[config.mk]
export PLATFORM = sky130hd
export DESIGN_NAME = ccd_clk_seq
export DESIGN_NICKNAME = d
export VERILOG_FILES = /design/src/rtl/ccd_seq_pkg.sv /design/src/rtl/ccd_line_timer.sv /design/src/rtl/ccd_vert_gen.sv /design/src/rtl/ccd_horiz_gen.sv /design/src/rtl/ccd_clk_seq.sv
export SDC_FILE = /design/constraint.sdc
export NUM_CORES = 1
export LEC_CHECK = 0
export BUFFER_PORTS_ARGS = -buffer_cell sky130_fd_sc_hd__buf_2
export CORE_AREA = 2 2 79 100
export CTS_CLUSTER_SIZE = 30
export DETAILED_ROUTE_END_ITERATION = 7
export DIE_AREA = 0 0 81 102
export SLEW_MARGIN = 20
export SYNTH_ARGS = -nofsm -noshare
export SYNTH_HDL_FRONTEND = slang
export SYNTH_HIERARCHICAL = 1
export SYNTH_SLANG_ARGS = --single-unit
[constraint.sdc]
create_clock -name clk -period 3.6 [get_ports clk]
set_input_delay 0.36 -clock clk [delete_from_list [all_inputs] [get_ports clk]]
set_output_delay 0.36 -clock clk [all_outputs]
set_load 0.1 [all_outputs]
[src/rtl/ccd_seq_pkg.sv]
package ccd_seq_pkg;

   typedef struct packed {
      logic v1;
      logic v2_on;
      logic v2_hi;
   } vphase_t;

   typedef struct packed {
      logic h1;
      logic h2;
      logic rg;
   } hphase_t;

   // Idle levels: row held under phase 2, charge held under horizontal phase 1
   localparam vphase_t V_IDLE = '{v1: 1'b0, v2_on: 1'b1, v2_hi: 1'b0};
   localparam hphase_t H_IDLE = '{h1: 1'b1, h2: 1'b0, rg: 1'b0};

endpackage

[src/rtl/ccd_line_timer.sv]
module ccd_line_timer #(
   parameter int LINE_TICKS  = 3644,
   parameter int FRAME_LINES = 525,
   parameter int RETRACE     = 480,
   localparam int TICK_W     = $clog2(LINE_TICKS),
   localparam int LINE_W     = $clog2(FRAME_LINES)
) (
   input  logic              clk,
   input  logic              srst,
   output logic [TICK_W-1:0] tick_o,
   output logic              xfer_line_o,
   output logic              readout_o,
   output logic              frame_start_o,
   output logic [LINE_W-1:0] line_index_o
);

   localparam logic [TICK_W-1:0] TICK_LAST = TICK_W'(LINE_TICKS - 1);
   localparam logic [TICK_W-1:0] RET_T     = TICK_W'(RETRACE);
   localparam logic [LINE_W-1:0] LINE_LAST = LINE_W'(FRAME_LINES - 1);

   logic [TICK_W-1:0] tick_q;
   logic [LINE_W-1:0] line_q;
   logic              fs_q;
   logic [LINE_W-1:0] li_q;

   always_ff @(posedge clk) begin
      if (srst) begin
         tick_q <= '0;
         line_q <= '0;
         fs_q   <= 1'b0;
         li_q   <= '0;
      end else begin
         if (tick_q == TICK_LAST) begin
            tick_q <= '0;
            line_q <= (line_q == LINE_LAST) ? '0 : line_q + 1'b1;
         end else begin
            tick_q <= tick_q + 1'b1;
         end
         fs_q <= (tick_q == '0) && (line_q == '0);
         li_q <= line_q;
      end
   end

   assign tick_o        = tick_q;
   assign xfer_line_o   = (line_q == '0);
   assign readout_o     = (line_q != '0) && (tick_q >= RET_T);
   assign frame_start_o = fs_q;
   assign line_index_o  = li_q;

   AST_TICK_RANGE: assert property (@(posedge clk) disable iff (srst)
      tick_q <= TICK_LAST);
   AST_LINE_RANGE: assert property (@(posedge clk) disable iff (srst)
      line_q <= LINE_LAST);
   AST_LINE_STEP: assert property (@(posedge clk) disable iff (srst)
      (li_q != $past(li_q)) |-> (li_q == $past(li_q) + 1'b1 || li_q == '0));

endmodule

[src/rtl/ccd_vert_gen.sv]
module ccd_vert_gen
   import ccd_seq_pkg::*;
#(
   parameter int TICK_W = 12,
   parameter int VD     = 12,
   parameter int VT     = 160,
   parameter int PED    = 573,
   parameter int VH     = 974
) (
   input  logic              clk,
   input  logic              srst,
   input  logic [TICK_W-1:0] tick_i,
   input  logic              xfer_line_i,
   output vphase_t           v_o
);

   localparam logic [TICK_W-1:0] VT_BEG = TICK_W'(VD);
   localparam logic [TICK_W-1:0] VT_END = TICK_W'(VD + VT);
   localparam logic [TICK_W-1:0] HI_BEG = TICK_W'(PED);
   localparam logic [TICK_W-1:0] HI_END = TICK_W'(PED + VH);
   localparam logic [TICK_W-1:0] VH_T   = TICK_W'(VH);

   vphase_t v_d, v_q;
   logic    row_win, hi_win;

   assign row_win = (tick_i >= VT_BEG) && (tick_i < VT_END);
   assign hi_win  = (tick_i >= HI_BEG) && (tick_i < HI_END);

   always_comb begin
      v_d = V_IDLE;
      if (xfer_line_i) begin
         v_d.v2_hi = hi_win;
      end else begin
         v_d.v1    = row_win;
         v_d.v2_on = ~row_win;
      end
   end

   always_ff @(posedge clk) begin
      if (srst) v_q <= V_IDLE;
      else      v_q <= v_d;
   end

   assign v_o = v_q;

   // Checker-side run length of the high transfer level
   logic [TICK_W-1:0] hi_run_q;
   always_ff @(posedge clk) begin
      if (srst)          hi_run_q <= '0;
      else if (v_q.v2_hi) hi_run_q <= hi_run_q + 1'b1;
      else               hi_run_q <= '0;
   end

   AST_V_COMPL: assert property (@(posedge clk) disable iff (srst)
      v_q.v1 != v_q.v2_on);
   AST_HI_ON: assert property (@(posedge clk) disable iff (srst)
      v_q.v2_hi |-> (v_q.v2_on && !v_q.v1));
   AST_HI_LEN: assert property (@(posedge clk) disable iff (srst)
      $fell(v_q.v2_hi) |-> (hi_run_q == VH_T));

endmodule

[src/rtl/ccd_horiz_gen.sv]
module ccd_horiz_gen
   import ccd_seq_pkg::*;
#(
   parameter int TPP      = 4,
   parameter int RST_W    = 1,
   parameter int H_PIX    = 791,
   localparam int SUB_W   = $clog2(TPP),
   localparam int PIX_W   = $clog2(H_PIX)
) (
   input  logic             clk,
   input  logic             srst,
   input  logic             readout_i,
   output hphase_t          h_o,
   output logic             line_valid_o,
   output logic [PIX_W-1:0] pixel_o
);

   localparam logic [SUB_W-1:0] SUB_LAST = SUB_W'(TPP - 1);
   localparam logic [SUB_W-1:0] HALF_S   = SUB_W'(TPP / 2);
   localparam logic [PIX_W-1:0] PIX_LAST = PIX_W'(H_PIX - 1);

   logic [SUB_W-1:0] sub_q;
   logic [PIX_W-1:0] pix_q;

   // Position within the readout of the tick now being decoded
   always_ff @(posedge clk) begin
      if (srst || !readout_i) begin
         sub_q <= '0;
         pix_q <= '0;
      end else if (sub_q == SUB_LAST) begin
         sub_q <= '0;
         pix_q <= (pix_q == PIX_LAST) ? '0 : pix_q + 1'b1;
      end else begin
         sub_q <= sub_q + 1'b1;
      end
   end

   logic h1_d, rg_d;
   assign h1_d = !readout_i || (sub_q < HALF_S);

   generate
      if (RST_W == TPP / 2) begin : g_rg_half
         // Gate spans the whole phase-2 half; its end would not fit SUB_W
         assign rg_d = !h1_d;
      end else begin : g_rg_part
         localparam logic [SUB_W-1:0] RG_END = SUB_W'(TPP / 2 + RST_W);
         assign rg_d = readout_i && (sub_q >= HALF_S) && (sub_q < RG_END);
      end
   endgenerate

   hphase_t          h_q;
   logic             lv_q;
   logic [PIX_W-1:0] px_q;

   always_ff @(posedge clk) begin
      if (srst) begin
         h_q  <= H_IDLE;
         lv_q <= 1'b0;
         px_q <= '0;
      end else begin
         h_q  <= '{h1: h1_d, h2: !h1_d, rg: rg_d};
         lv_q <= readout_i;
         px_q <= readout_i ? pix_q : '0;
      end
   end

   assign h_o          = h_q;
   assign line_valid_o = lv_q;
   assign pixel_o      = px_q;

   AST_H_COMPL: assert property (@(posedge clk) disable iff (srst)
      h_q.h1 != h_q.h2);
   AST_RG_IN_H2: assert property (@(posedge clk) disable iff (srst)
      h_q.rg |-> (h_q.h2 && lv_q));
   AST_RG_START: assert property (@(posedge clk) disable iff (srst)
      $rose(h_q.rg) |-> $rose(h_q.h2));
   AST_PIX_RANGE: assert property (@(posedge clk) disable iff (srst)
      px_q <= PIX_LAST);
   AST_PIX_STEP: assert property (@(posedge clk) disable iff (srst)
      (lv_q && $past(lv_q)) |-> (px_q == $past(px_q) || px_q == $past(px_q) + 1'b1));

endmodule

[src/rtl/ccd_clk_seq.sv]
module ccd_clk_seq
   import ccd_seq_pkg::*;
#(
   parameter int TPP         = 4,
   parameter int RST_W       = 1,
   parameter int H_PIX       = 791,
   parameter int RETRACE     = 480,
   parameter int VD          = 12,
   parameter int VT          = 160,
   parameter int HD          = 304,
   parameter int FRAME_LINES = 525,
   parameter int PED         = 573,
   parameter int VH          = 974,
   localparam int LINE_TICKS = RETRACE + H_PIX * TPP,
   localparam int TICK_W     = $clog2(LINE_TICKS),
   localparam int LINE_W     = $clog2(FRAME_LINES),
   localparam int PIX_W      = $clog2(H_PIX)
) (
   input  logic             clk,
   input  logic             srst,
   output logic             v1_on_o,
   output logic             v2_on_o,
   output logic             v2_hi_o,
   output logic             h1_on_o,
   output logic             h2_on_o,
   output logic             rg_on_o,
   output logic             frame_start_o,
   output logic             line_valid_o,
   output logic [PIX_W-1:0] pixel_index_o,
   output logic [LINE_W-1:0] line_index_o
);

   // Elaboration-time parameter checks
   if (TPP < 2 || (TPP % 2) != 0) begin : g_bad_tpp
      $error("TPP must be even and at least 2");
   end
   if (RST_W < 1 || RST_W > TPP / 2) begin : g_bad_rst
      $error("RST_W must lie in 1..TPP/2");
   end
   if (VT < 1 || VH < 1 || HD < 0 || VD < 0) begin : g_bad_len
      $error("transfer lengths must be positive");
   end
   if (VD + VT + HD > RETRACE) begin : g_bad_retrace
      $error("retrace too short for vertical delay, transfer and horizontal delay");
   end
   if (2 * PED + VH > LINE_TICKS) begin : g_bad_ped
      $error("photodiode transfer pulse and pedestals exceed one line");
   end
   if (FRAME_LINES < 2 || H_PIX < 2) begin : g_bad_size
      $error("frame needs at least two lines and two pixels");
   end

   logic [TICK_W-1:0] tick;
   logic              xfer_line, readout;
   vphase_t           vph;
   hphase_t           hph;

   ccd_line_timer #(
      .LINE_TICKS (LINE_TICKS),
      .FRAME_LINES(FRAME_LINES),
      .RETRACE    (RETRACE)
   ) u_timer (
      .clk          (clk),
      .srst         (srst),
      .tick_o       (tick),
      .xfer_line_o  (xfer_line),
      .readout_o    (readout),
      .frame_start_o(frame_start_o),
      .line_index_o (line_index_o)
   );

   ccd_vert_gen #(
      .TICK_W(TICK_W),
      .VD    (VD),
      .VT    (VT),
      .PED   (PED),
      .VH    (VH)
   ) u_vert (
      .clk        (clk),
      .srst       (srst),
      .tick_i     (tick),
      .xfer_line_i(xfer_line),
      .v_o        (vph)
   );

   ccd_horiz_gen #(
      .TPP  (TPP),
      .RST_W(RST_W),
      .H_PIX(H_PIX)
   ) u_horiz (
      .clk         (clk),
      .srst        (srst),
      .readout_i   (readout),
      .h_o         (hph),
      .line_valid_o(line_valid_o),
      .pixel_o     (pixel_index_o)
   );

   assign v1_on_o = vph.v1;
   assign v2_on_o = vph.v2_on;
   assign v2_hi_o = vph.v2_hi;
   assign h1_on_o = hph.h1;
   assign h2_on_o = hph.h2;
   assign rg_on_o = hph.rg;

   // Ticks since vertical phase 1 last fell, saturating (checker only)
   localparam logic [TICK_W-1:0] HD_T = TICK_W'(HD);
   logic [TICK_W-1:0] gap_q;
   always_ff @(posedge clk) begin
      if (srst || v1_on_o)  gap_q <= srst ? '1 : '0;
      else if (gap_q != '1) gap_q <= gap_q + 1'b1;
   end

   AST_NO_HSHIFT_IN_VXFER: assert property (@(posedge clk) disable iff (srst)
      v1_on_o |-> (h1_on_o && !h2_on_o && !line_valid_o));
   AST_HD_GAP: assert property (@(posedge clk) disable iff (srst)
      $rose(line_valid_o) |-> (gap_q >= HD_T));
   AST_FS_LINE0: assert property (@(posedge clk) disable iff (srst)
      frame_start_o |-> (line_index_o == '0));
   AST_HI_LINE0: assert property (@(posedge clk) disable iff (srst)
      v2_hi_o |-> (line_index_o == '0));
   AST_NO_READ_LINE0: assert property (@(posedge clk) disable iff (srst)
      (line_index_o == '0) |-> !line_valid_o);

endmodule

==> impl_metrics.csv <==
group,metric,value,unit
power_and_ir_drop,power_leakage,1.11,nW
finish,layout-drive-gt1-share,0.189,
worst_hold_path,hp-start,"srst",
sta,worst_slack,1.31,ns
power_and_ir_drop,p_switching,0.310,mW
worst_setup_path,start_kind,"flip-flop",
worst_setup_path,critPathCaptureType,"flip-flop",
power_and_ir_drop,seq_power_share,0.497,
clock_network,cts_hold_buf,0,
power_and_ir_drop,p_comb_frac,0.021,
finish,multiInputGateArea,0.00116,mm2
detailed_routing,vias_per_cell,4.96,
clock_network,cts.htree.levels,3,
placement,placed_area,0.00272,mm2
placement,pre_cts_ws,1.32,ns
grt,grt_pass1_vias,1714,
clock_network,clkLatencyLatePin,0.34,ns
clock_network,cts_tree,"built",
logic_synthesis,async_reset_ff_frac,0,
die,start_util,0.346,
power_and_ir_drop,powerDensity,476,mW/mm2
clock_network,cts.sinks,62,
worst_hold_path,hold_end,"u_timer/line_index_o[2]",
logic_synthesis,synthMostInstantiatedCell,"dfxtp_1",
sta,period_share,0.637,
placement,io_buffers,29,
die,fp.dieH,102,um
logic_synthesis,synth_top_area_share,0.494,
sta,rsz0062_at_grt,"false",
grt,grt-ovfl-total,0,
worst_setup_path,crit_type,"flip-flop to flip-flop",
finish,syn2layout_area_growth,16.9,%
sta,fmax,436,MHz
sta,drv_slew,0,
grt,grt_pass1_wl,8070,um
sta,tns,0,ns
worst_setup_path,crit_arrival,2.51,ns
logic_synthesis,yosys.area.top_type,"dfxtp_1",
finish,fillers,742,
worst_setup_path,rrSetupSlack,1.31,ns
detailed_routing,drc,0,
logic_synthesis,postSynthCellCount,267,
logic_synthesis,ys_ff_latch,62,
detailed_routing,ant_nets,0,
power_and_ir_drop,clkPwrFrac,0.483,
power_and_ir_drop,switching_share,0.222,
finish,nets,306,
die,coreArea,0.00727,mm2
clock_network,cts_buffers,9,
worst_setup_path,worstRegToRegCells,10,
logic_synthesis,ys_types,48,
finish,antenna_cells,0,
grt,track_usage,0.129,
logic_synthesis,ys_seq_area_frac,0.494,
clock_network,cts_setup_buffers,0,
logic_synthesis,syn_avg_cell_area,9.41,um2
worst_setup_path,crit_required,3.82,ns
clock_network,clockBufferDepth,2,
logic_synthesis,syn-cell-area,0.00251,mm2
sta,max_slew_margin,0.605,
logic_synthesis,synth_warnings,6,
finish,seq_area,0.00124,mm2
clock_network,path_clk_slew,0.07,ns
power_and_ir_drop,p_int,1.09,mW
status,status,"complete, no violations",
detailed_routing,routed_wl,4910,um
detailed_routing,drtIter0Drc,106,
sta,timing.final.hold_violations,0,
logic_synthesis,synth_top_flop_cell,"dfxtp_1",
sta,setup_violations,0,
die,die_w,81,um
die,fp-row-count,35,
logic_synthesis,synth_common_cells,"dfxtp_1 (62), nor2_1 (26), a21oi_1 (14), inv_1 (14)",
detailed_routing,vias,1950,
power_and_ir_drop,peakVddDrop,0.000305,V
placement,dp_hpwl,3470,um
worst_setup_path,crit_fanout,12,
worst_setup_path,reg2reg_from,"u_timer/line_q[0]",
detailed_routing,detail_route.first_pass.iterations,4,
job,maxCapViolations,0,
clock_network,ctsResizeCount,0,
logic_synthesis,synth_edf_count,0,
placement,place_congestion,0.768,
finish,post-route-util,0.404,
logic_synthesis,synthTopCellsByArea,"dfxtp_1 (49%), ha_1 (4.0%), nor2_1 (3.9%)",
sta,min_period,2.29,ns
sta,skew,0.00867,ns
finish,final_cell_area,0.00294,mm2
grt,antenna_found_initial,0,
sta,tightest_slew,0.586,ns
worst_hold_path,min_path_cells,2,
die,die_area,0.00826,mm2
die,io_pins,30,
logic_synthesis,syn_nets,277,
worst_hold_path,min_path_type,"primary input to flip-flop",
detailed_routing,wl_per_cell,12.5,um
worst_setup_path,r2r-end,"u_horiz/pix_q[2]",
clock_network,cts_root_buf,"clkbuf_8",
grt,grt_start_max_net_pins,17,
[registers in the layout, summed over array words and instances, names as in the netlist]
name and count:
u_horiz/h_o 3, u_horiz/line_valid_o 1, u_horiz/pix_q 10, u_horiz/pixel_o 10, u_horiz/sub_q 2, u_timer/frame_start_o 1
u_timer/line_index_o 10, u_timer/line_q 10, u_timer/tick_o 12, u_vert/v_o 3
[how the worst max path moves through the flow]
stage | start | to | cells after the start
final | u_timer/line_q[0] | u_horiz/pix_q[2] | 10
after global routing | u_timer/line_q[4] | u_horiz/pix_q[2] | 8
after CTS | u_timer/line_q[0] | u_horiz/pix_q[2] | 10
after detailed placement | u_timer/line_q[0] | u_horiz/pix_q[4] | 10
after global placement | u_timer/line_q[4] | u_horiz/pix_q[4] | 8
after floorplan | u_timer/tick_o[2] | u_timer/line_q[7] | 5
[worst max-delay path, stage by stage, from the launching register on]
cell	delay [ns]
dfxtp_1	0.34
inv_1	0.11
ha_1	0.15
nor2b_1	0.16
nand2_1	0.07
nor4_1	0.46
nor2_1	0.10
nand2b_1	0.27
inv_1	0.25
o31ai_4	0.17
nor2_1	0.10
[cell type report]
type	instances	share of cell area
clock buffer	9	0.0421
clock inverter	7	0.0336
inverter	14	0.0179
multi-input combinational	180	0.395
sequential	62	0.422
tap	92	0.0392
timing repair buffer	29	0.0494
[layer usage]
metal,routed length (um),part of all wire,vias to the layer above,global-route usage
li1,-,-,996,-
met1,2240,0.46,908,0.145
met2,2410,0.49,39,0.217
met3,195,0.040,7,0.0504
met4,72,0.015,0,0.0508
met5,0,0,-,0
[metrics by stage]
| step | power (mW) | std cells | hold slack [ns] |
|---|---|---|---|
| after floorplan | 0.733 | 267 | 0.427 |
| after global placement | 0.740 | 377 | 0.440 |
| after detailed placement | 0.739 | 377 | 0.450 |
| after CTS | 1.42 | 393 | 0.354 |
| after global routing | 1.46 | 393 | 0.378 |
| final | 1.40 | 393 | 0.373 |
[cell usage in the layout (no fill, tap or decap), drive strengths merged, types with 2 or more instances in the layout]
cell type / synthesis / layout
a21oi: 15 / 15
and2: 8 / 8
and4: 6 / 6
buf: 6 / 29
bufinv: 0 / 2
clkbuf: 5 / 9
clkinv: 0 / 4
dfxtp: 62 / 62
ha: 8 / 8
inv: 14 / 14
nand2: 12 / 12
nand2b: 2 / 2
nand3: 11 / 11
nand4: 9 / 9
nand4bb: 3 / 3
nor2: 26 / 26
nor2b: 8 / 8
nor3: 8 / 8
nor4: 5 / 5
o21ai: 13 / 13
o31ai: 2 / 2
or3: 12 / 12
or4: 4 / 4
xnor2: 4 / 4
xor2: 10 / 10
[power by group through the flow]
| stage | sequential, mW | clock (mW) | combinational [mW] |
|---|---|---|---|
| 2_1_floorplan | 0.718 | 0 | 0.0151 |
| 5_1_grt | 0.695 | 0.731 | 0.0314 |
| 3_3_place_gp | 0.710 | 0 | 0.0293 |
| 4_1_cts | 0.694 | 0.696 | 0.0292 |
| 6_report | 0.695 | 0.675 | 0.0287 |
| 3_5_place_dp | 0.710 | 0 | 0.0291 |
[cells by family (layout without fill, tap and decap cells)]
group / count (synthesis) / in the layout / synth area share
flip-flops: 62 / 62 / 0.494
AND/OR/NAND/NOR: 118 / 118 / 0.270
AO/OA/AOI/OAI: 39 / 39 / 0.0996
buffers and inverters: 25 / 59 / 0.0438
XOR/XNOR: 14 / 14 / 0.0488
multiplexers: 1 / 1 / 0.00398
adder cells (fa/ha/maj): 8 / 8 / 0.0398
No activity file was read; power rests on OpenSTA's default activity.
